$ cat config.mk
export PLATFORM = sky130hd
export DESIGN_NAME = scbank_top
export DESIGN_NICKNAME = d
export VERILOG_FILES = /design/src/rtl/scbank_pkg.sv /design/src/rtl/scbank_ctrl.sv /design/src/rtl/scbank_setclr.sv /design/src/rtl/scbank_data.sv /design/src/rtl/scbank_top.sv
export SDC_FILE = /design/constraint.sdc
export NUM_CORES = 1
export LEC_CHECK = 0
export BUFFER_PORTS_ARGS = -buffer_cell sky130_fd_sc_hd__buf_2
export CORE_MARGIN = 4
export CORE_UTILIZATION = 25
export CTS_BUF_LIST = sky130_fd_sc_hd__clkbuf_16
export DETAILED_ROUTE_END_ITERATION = 8
export GPL_ROUTABILITY_DRIVEN = 0
export GPL_TIMING_DRIVEN = 0
export PLACE_DENSITY = 0.54
export SLEW_MARGIN = 25
export SYNTH_ARGS = -nofsm -noshare
export SYNTH_HDL_FRONTEND = slang
export SYNTH_SLANG_ARGS = --single-unit
$ cat constraint.sdc
create_clock -name clk -period 2.9 [get_ports clk]
set_input_delay 0.435 -clock clk [delete_from_list [all_inputs] [get_ports clk]]
set_output_delay 0.435 -clock clk [all_outputs]
set_load 0.02 [all_outputs]
$ cat src/rtl/scbank_pkg.sv
package scbank_pkg;

  // Word indices of the register bank (byte offset / 4)
  localparam int unsigned IDX_CMD    = 0;
  localparam int unsigned IDX_MODE   = 1;
  localparam int unsigned IDX_CHSET  = 2;
  localparam int unsigned IDX_CHCLR  = 3;
  localparam int unsigned IDX_CHSTAT = 4;
  localparam int unsigned IDX_RAW    = 5;
  localparam int unsigned IDX_MSET   = 6;
  localparam int unsigned IDX_MCLR   = 7;
  localparam int unsigned IDX_MASK   = 8;

  typedef enum logic [2:0] {
    RD_ZERO = 3'd0,
    RD_MODE = 3'd1,
    RD_CHAN = 3'd2,
    RD_RAW  = 3'd3,
    RD_MASK = 3'd4
  } rdSel_t;

  typedef struct packed {
    logic   cmdWr;
    logic   modeWr;
    logic   chSet;
    logic   chClr;
    logic   mSet;
    logic   mClr;
    logic   rdEn;
    rdSel_t rdSel;
  } strobe_t;

endpackage

$ cat src/rtl/scbank_ctrl.sv
module scbank_ctrl
  import scbank_pkg::*;
#(
  parameter int unsigned IDX_W = 6
) (
  input  logic [IDX_W-1:0] wordIdx,
  input  logic             busWe,
  input  logic             busRe,
  output strobe_t          stb
);

  logic hitCmd, hitMode, hitChSet, hitChClr, hitChStat, hitRaw, hitMSet, hitMClr, hitMask;

  always_comb begin
    hitCmd    = (wordIdx == IDX_W'(IDX_CMD));
    hitMode   = (wordIdx == IDX_W'(IDX_MODE));
    hitChSet  = (wordIdx == IDX_W'(IDX_CHSET));
    hitChClr  = (wordIdx == IDX_W'(IDX_CHCLR));
    hitChStat = (wordIdx == IDX_W'(IDX_CHSTAT));
    hitRaw    = (wordIdx == IDX_W'(IDX_RAW));
    hitMSet   = (wordIdx == IDX_W'(IDX_MSET));
    hitMClr   = (wordIdx == IDX_W'(IDX_MCLR));
    hitMask   = (wordIdx == IDX_W'(IDX_MASK));
  end

  always_comb begin
    stb        = '0;
    stb.cmdWr  = busWe && hitCmd;
    stb.modeWr = busWe && hitMode;
    stb.chSet  = busWe && hitChSet;
    stb.chClr  = busWe && hitChClr;
    stb.mSet   = busWe && hitMSet;
    stb.mClr   = busWe && hitMClr;
    stb.rdEn   = busRe;
    if (hitMode)        stb.rdSel = RD_MODE;
    else if (hitChStat) stb.rdSel = RD_CHAN;
    else if (hitRaw)    stb.rdSel = RD_RAW;
    else if (hitMask)   stb.rdSel = RD_MASK;
    else                stb.rdSel = RD_ZERO;
  end

endmodule

$ cat src/rtl/scbank_setclr.sv
module scbank_setclr #(
  parameter int unsigned W = 16
) (
  input  logic         clk,
  input  logic         rstN,
  input  logic         setEn,
  input  logic         clrEn,
  input  logic [W-1:0] bits,
  output logic [W-1:0] q
);

  for (genvar i = 0; i < W; i++) begin : g_bit
    always_ff @(posedge clk or negedge rstN) begin
      if (!rstN)                  q[i] <= 1'b0;
      else if (clrEn && bits[i])  q[i] <= 1'b0;
      else if (setEn && bits[i])  q[i] <= 1'b1;
    end
  end

endmodule

$ cat src/rtl/scbank_data.sv
module scbank_data
  import scbank_pkg::*;
#(
  parameter int unsigned DATA_W = 32,
  parameter int unsigned CMD_W  = 8,
  parameter int unsigned MODE_W = 12,
  parameter int unsigned CH_W   = 16,
  parameter int unsigned IRQ_W  = 10
) (
  input  logic              clk,
  input  logic              rstN,
  input  strobe_t           stb,
  input  logic [DATA_W-1:0] wrData,
  input  logic [IRQ_W-1:0]  statIn,
  output logic [CMD_W-1:0]  cmdPulse,
  output logic [MODE_W-1:0] modeOut,
  output logic [CH_W-1:0]   chanOut,
  output logic [DATA_W-1:0] rdData,
  output logic              irqOut
);

  logic [IRQ_W-1:0]  maskQ;
  logic [DATA_W-1:0] rdNext;

  always_ff @(posedge clk or negedge rstN) begin
    if (!rstN)          cmdPulse <= '0;
    else if (stb.cmdWr) cmdPulse <= wrData[CMD_W-1:0];
    else                cmdPulse <= '0;
  end

  always_ff @(posedge clk or negedge rstN) begin
    if (!rstN)           modeOut <= '0;
    else if (stb.modeWr) modeOut <= wrData[MODE_W-1:0];
  end

  scbank_setclr #(.W(CH_W)) u_chan (
    .clk   (clk),
    .rstN  (rstN),
    .setEn (stb.chSet),
    .clrEn (stb.chClr),
    .bits  (wrData[CH_W-1:0]),
    .q     (chanOut)
  );

  scbank_setclr #(.W(IRQ_W)) u_mask (
    .clk   (clk),
    .rstN  (rstN),
    .setEn (stb.mSet),
    .clrEn (stb.mClr),
    .bits  (wrData[IRQ_W-1:0]),
    .q     (maskQ)
  );

  always_comb begin
    case (stb.rdSel)
      RD_MODE: rdNext = DATA_W'(modeOut);
      RD_CHAN: rdNext = DATA_W'(chanOut);
      RD_RAW:  rdNext = DATA_W'(statIn);
      RD_MASK: rdNext = DATA_W'(maskQ);
      default: rdNext = '0;
    endcase
  end

  always_ff @(posedge clk or negedge rstN) begin
    if (!rstN)         rdData <= '0;
    else if (stb.rdEn) rdData <= rdNext;
    else               rdData <= '0;
  end

  assign irqOut = |(statIn & maskQ);

endmodule

$ cat src/rtl/scbank_top.sv
module scbank_top
  import scbank_pkg::*;
#(
  parameter int unsigned ADDR_W = 8,
  parameter int unsigned DATA_W = 32,
  parameter int unsigned CMD_W  = 8,
  parameter int unsigned MODE_W = 12,
  parameter int unsigned CH_W   = 16,
  parameter int unsigned IRQ_W  = 10
) (
  input  logic              clk,
  input  logic              rstN,
  input  logic [ADDR_W-1:0] busAddr,
  input  logic [DATA_W-1:0] busWdata,
  input  logic [1:0]        busSize,
  input  logic              busWe,
  input  logic              busRe,
  output logic [DATA_W-1:0] busRdata,
  input  logic [IRQ_W-1:0]  statIn,
  output logic [CMD_W-1:0]  cmdPulse,
  output logic [MODE_W-1:0] modeOut,
  output logic [CH_W-1:0]   chanOut,
  output logic              irqOut
);

  localparam int unsigned IDX_W = ADDR_W - 2;

  strobe_t stb;

  scbank_ctrl #(.IDX_W(IDX_W)) u_ctrl (
    .wordIdx (busAddr[ADDR_W-1:2]),
    .busWe   (busWe),
    .busRe   (busRe),
    .stb     (stb)
  );

  scbank_data #(
    .DATA_W (DATA_W),
    .CMD_W  (CMD_W),
    .MODE_W (MODE_W),
    .CH_W   (CH_W),
    .IRQ_W  (IRQ_W)
  ) u_data (
    .clk      (clk),
    .rstN     (rstN),
    .stb      (stb),
    .wrData   (busWdata),
    .statIn   (statIn),
    .cmdPulse (cmdPulse),
    .modeOut  (modeOut),
    .chanOut  (chanOut),
    .rdData   (busRdata),
    .irqOut   (irqOut)
  );

endmodule

==> results.json, run 1 <==
{
  "clockRootBuffer": "clkbuf_16",
  "stdcell_count": 513,
  "ant_nets": 0,
  "ys_types": 30,
  "hold_viol_final": 0,
  "grt_pass1_vias": 2547,
  "drt_iter0_drc": 174,
  "ys.flop_type": "dfrtp_1",
  "vias": 2459,
  "cts.sinks": 62,
  "post-synth-top-area-cell": "dfrtp_1",
  "n_antenna_cell": 0,
  "crit_arrival_ps": 1580,
  "yosysSeqAreaShare_pct": 53.6,
  "grt_max_degree": 47,
  "status": "complete, no violations",
  "cp-startpoint": "u_data.u_mask.q[9]",
  "die_area_um2": 13400,
  "clk_path_buf_depth": 2,
  "antenna_found_initial": 2,
  "power_density_nw_per_um2": 623,
  "dp.cells": 497,
  "dpl.hpwl_mm": 6.64,
  "cts_resized": 0,
  "fmax_mhz": 497,
  "row_count": 39,
  "ys.warnings.count": 0,
  "r2r_setup_slack_ps": 1890,
  "clkTransAtPathRegs_ps": 50,
  "routed_wl_mm": 9.19,
  "io_pins": 125,
  "synth.avg_cell_area_um2": 11.6,
  "synth-edff-count": 0,
  "post_cts_buffers": 0,
  "cp_max_fo": 3,
  "synth_top_area_share_pct": 53.6,
  "cts_tree": "built",
  "slew_headroom_pct": 50.1,
  "finalClockSkew_ps": 4.80,
  "period_share_pct": 69.3,
  "drive_above_1_share_pct": 41.9,
  "port_buffers": 88,
  "die_w_um": 116,
  "ys_ff_latch": 62,
  "core_um2": 11400,
  "min_period_ps": 2010,
  "endpoint": "irqOut",
  "max_slew.worst_pin.slew_ps": 744,
  "synth.cell_area_um2": 2890,
  "finalSetupTns_ps": 0,
  "drc": 0,
  "synthArstFlopShare_pct": 100,
  "synth_cells": 250,
  "crit_path_start_kind": "flip-flop",
  "htree_levels": 3,
  "fillers": 1186,
  "fin_nets": 422,
  "grt_pass1_wl_mm": 14.1,
  "clk_latency_ps": 330,
  "syn_to_final_growth_pct": 34.4,
  "r2r_start": "u_data.u_chan.q[9]",
  "grt_usage_pct": 14.0,
  "crit_required_ps": 2470,
  "min_delay_path_depth": 2,
  "final_core_util_pct": 34.2,
  "leakagePower_uw": 0.00198,
  "path_class": "reg2out",
  "endpoint_kind": "output pin",
  "reg2reg_depth": 3,
  "vdd_drop_max_v": 0.000253,
  "die_h_um": 116,
  "overflow": 0,
  "synth_area_leaders": "dfrtp_1, a31oi_1, buf_4",
  "r2r_end": "u_data.rdData[9]",
  "finalSetupViolCount": 0,
  "cts_made_buffers": 9,
  "via_per_inst": 4.79,
  "start_util_pct": 25.5,
  "drv_cap": 0,
  "wl_per_cell_um": 17.9,
  "dr.pass1.iters": 4,
  "min_path_type": "in2reg",
  "rsz0062_at_grt": "no",
  "drv_slew": 0
}
-- logic make-up (layout without fill, tap and decap cells) --
group	after synthesis	count (layout)	synth area share, %
AND/OR/NAND/NOR	61	61	14.6
AO/OA/AOI/OAI	70	70	14.3
other	1	16	0.130
flip-flops	62	62	53.6
buffers and inverters	34	139	7.52
multiplexers	22	22	9.86
-- Yosys cell counts (all sizes together) (2+ instances only) --
master  count
dfrtp      62
a31oi      36
a21oi      27
buf        27
mux2       22
nand3      16
nand4      11
nand3b     10
and2        9
clkbuf      7
and3        5
a22oi       3
and4        2
nor4b       2
-- cell type report --
class	instances	area, um2	share of cell area (%)
plain buffers	34	218	5.60
clock buffers	9	225	5.79
clock inverters	6	55.1	1.42
multi-input cells	169	1180	30.4
flip-flops and latches	62	1550	39.9
well taps	143	179	4.60
repair buffers	90	480	12.4
-- worst min path at each step --
stage / start / endpoint
6_report: busWdata[12] / u_data.u_chan.q[12]
5_1_grt: busWdata[12] / u_data.u_chan.q[12]
4_1_cts: busWdata[12] / u_data.u_chan.q[12]
3_5_place_dp: rstN / u_data.cmdPulse[0]
3_3_place_gp: u_data.modeOut[0] / u_data.modeOut[0]
2_1_floorplan: rstN / u_data.cmdPulse[0]
-- registers in the layout, summed over array words and instances, names as in the netlist --
signal,count
u_data.rdData,16
u_data.u_chan.q,16
u_data.modeOut,12
u_data.u_mask.q,10
u_data.cmdPulse,8
-- what timing repair did --
item	CTS	global route
hold buffers	1	0
hold endpoints to repair	16	0
endpoints found under the setup margin	0	0
-- metrics by stage --
| step | power, uW | setup slack [ps] | hold WS [ps] | cell area [um2] |
|---|---|---|---|---|
| after global placement | 1400 | 985 | 518 | 3570 |
| final | 2420 | 889 | 288 | 3890 |
| after detailed placement | 1420 | 999 | 327 | 3600 |
| after global routing | 2530 | 843 | 292 | 3890 |
| after CTS | 2450 | 891 | 285 | 3890 |
| after floorplan | 1240 | 1370 | 139 | 2950 |
-- power by group --
part           switching [uW]  internal, uW
sequential               58.9           938
combinational             242           163
clock                     372           650
total                     673          1750
-- routing by layer --
metal  vias up  global-route usage [%]  wire, um
met5         -                       0        14
met4         4                    4.38       158
met3        20                    5.80       980
met2       115                    22.4      4190
met1      1176                    17.1      3850
li1       1144                       -         -
-- critical path, cell delays in order, from the launching register on --
cell      delay [ps]
dfrtp_1          390
a22o_1           220
a221oi_1         310
nand4_1          150
buf_2            180
-- cell usage in the layout, fill, tap and decap left out, drive strengths merged, types with 2 or more instances in the layout --
cell type,instances
a21oi,27
a22oi,3
a31oi,36
and2,9
and3,5
and4,2
buf,116
clkbuf,16
clkinv,3
conb,16
dfrtp,62
mux2,22
nand3,16
nand3b,10
nand4,11
nor4b,2
Power figures use the tool's default switching activity.
==> run 2, diff against run 1 <==
clock period = 1.86 ns   (was 2.9 ns; I/O delays follow)
==> run 2 against run 1 <==
- total power rose by 56%
- wire length rose by 0.50%
- count of clock-buffer cells in the layout did not move
- clock skew rose by 3.0 ps
- critical path depth did not move
- combinational power rose by 57%
- non-clock buffer count did not move
- die area did not move
- via count barely moved
- largest cell class unchanged
- highest routed layer unchanged
==> results.json, run 2 (same netlist as run 1, synthesis figures left out) <==
{
  "core_um2": 11400,
  "clkTransAtPathRegs_ps": 50,
  "crit_slowest_cell": "dfrtp_1",
  "grt_max_degree": 47,
  "drt_iter0_drc": 181,
  "finalSetupTns_ps": 0,
  "fin_ws_ps": 89.9,
  "start_util_pct": 25.5,
  "die_w_um": 116,
  "overflow": 0,
  "io_pins": 125,
  "htree_levels": 3,
  "die_h_um": 116,
  "min_period_ps": 1770,
  "drv_cap": 0,
  "period_share_pct": 95.2,
  "final_common_cell": "buf_2",
  "status": "complete, no violations",
  "rsz0062_at_grt": "no",
  "internal-power_uw": 2730,
  "p_clk_share_pct": 42.2,
  "post-place-ws_ps": 115,
  "slowest_delay_ps": 400,
  "drv_slew": 0,
  "antenna_found_initial": 2,
  "reg_top3": "u_data.rdData: 16 flops, u_data.u_chan.q: 16 flops, u_data.modeOut: 12 flops",
  "hold-worst-slack_ps": 134,
  "min_path_type": "in2reg",
  "switching_share_pct": 27.9,
  "drc": 0,
  "clk_latency_ps": 330,
  "dp.cells": 497,
  "wl_per_cell_um": 18.0,
  "crit_arrival_ps": 1490,
  "max_slew.worst_pin.slew_ps": 740,
  "path_cells": "a22o_1, a221oi_2, nand4_1, buf_2",
  "p_seq_share_pct": 41.1,
  "layout_common_cells": "buf_2, dfrtp_1, a31oi_1",
  "ant_nets": 0,
  "stdcell_count": 513,
  "cts_made_buffers": 9,
  "dpl.hpwl_mm": 6.64,
  "fillers": 1184,
  "leakagePower_uw": 0.00198,
  "vias": 2461,
  "clockRootBuffer": "clkbuf_16",
  "grt_pass1_vias": 2547,
  "fmax_mhz": 565,
  "crit_required_ps": 1580,
  "finalSetupViolCount": 0,
  "p_switching_uw": 1060,
  "power_density_nw_per_um2": 972,
  "dr.pass1.iters": 4,
  "r2r_setup_slack_ps": 850,
  "fin_nets": 422,
  "grt_pass1_wl_mm": 14.1,
  "grt_usage_pct": 14.0,
  "drive_above_1_share_pct": 42.2,
  "cts.sinks": 62,
  "min_delay_path_depth": 2,
  "clk_path_buf_depth": 2,
  "reg2reg_depth": 3,
  "via_per_inst": 4.80,
  "n_antenna_cell": 0,
  "finalClockSkew_ps": 7.81,
  "worstHoldEndpoint": "u_data.u_chan.q[12]",
  "r2r_end": "u_data.rdData[0]",
  "row_count": 39,
  "holdCritStartpoint": "busWdata[12]",
  "crit_path_start_kind": "flip-flop",
  "vdd_drop_max_v": 0.000392,
  "endpoint_kind": "output pin",
  "cts_tree": "built",
  "r2r_start": "u_data.u_chan.q[0]",
  "cp_max_fo": 3,
  "syn_to_final_growth_pct": 34.6,
  "slew_headroom_pct": 50.4,
  "die_area_um2": 13400,
  "hold_viol_final": 0,
  "share_comb_of_total_power_pct": 16.8,
  "routed_wl_mm": 9.23,
  "port_buffers": 88,
  "path_class": "reg2out"
}
-- run 2: cell counts in the layout (fill, tap and decap cells not counted) --
No cell type changed its count.
-- run 2: worst max-delay path, delay by kind of cell (launching register included) --
kind / cells / cell delay [ps]
AO/OA/AOI/OAI: 2 / 450
buffers and inverters: 1 / 180
flip-flops: 1 / 400
AND/OR/NAND/NOR: 1 / 130
-- run 2: area by class of cell --
type                    instances  area (um2)  share of cell area, %
clock buffers                   9         225                   5.78
repair buffers                 90         480                   12.3
well taps                     143         179                   4.59
clock inverters                 6        55.1                   1.41
multi-input cells             169        1190                   30.5
plain buffers                  34         218                   5.59
flip-flops and latches         62        1550                   39.8
-- run 2: stage by stage --
| step | area [um2] | util, % | power (uW) |
|---|---|---|---|
| floorplan | 2950 | - | 1930 |
| global placement | 3570 | 31.4 | 2190 |
| detailed placement | 3600 | 31.7 | 2210 |
| CTS | 3890 | 34.2 | 3810 |
| global route | 3900 | 34.3 | 3950 |
| finish | 3900 | 34.3 | 3790 |
-- run 2: power by group through the flow --
stage	logic, uW	clock network, uW	registers (uW)
after floorplan	272	0	1660
after global placement	617	0	1570
after detailed placement	632	0	1580
after CTS	636	1620	1550
after global routing	686	1690	1570
final	635	1600	1550
-- run 2: how the worst max path moves through the flow --
stage | startpoint | to | slack, ps | depth (start not counted)
global placement | busAddr[3] | u_data.rdData[8] | 100 | 5
global route | u_data.u_mask.q[9] | irqOut | 60 | 4
detailed placement | busAddr[2] | u_data.rdData[8] | 110 | 5
CTS | u_data.u_mask.q[9] | irqOut | 7 | 4
finish | u_data.u_mask.q[9] | irqOut | 90 | 4
floorplan | busAddr[5] | u_data.modeOut[10] | 540 | 4
-- run 2: what timing repair did --
item	in CTS	in global routing
hold endpoints to repair	16	0
setup buffers	0	0
hold buffers	1	0
gates resized for setup	0	1
endpoints found under the setup margin	0	1
-- run 2: per-layer routing --
metal	vias up	GRT usage, %	routed length [um]	share of wire [%]
li1	1149	-	-	-
met1	1185	17.1	3890	42
met2	108	22.4	4270	46
met3	15	5.80	951	10
met4	4	4.38	103	1.1
met5	-	0	14	0.15
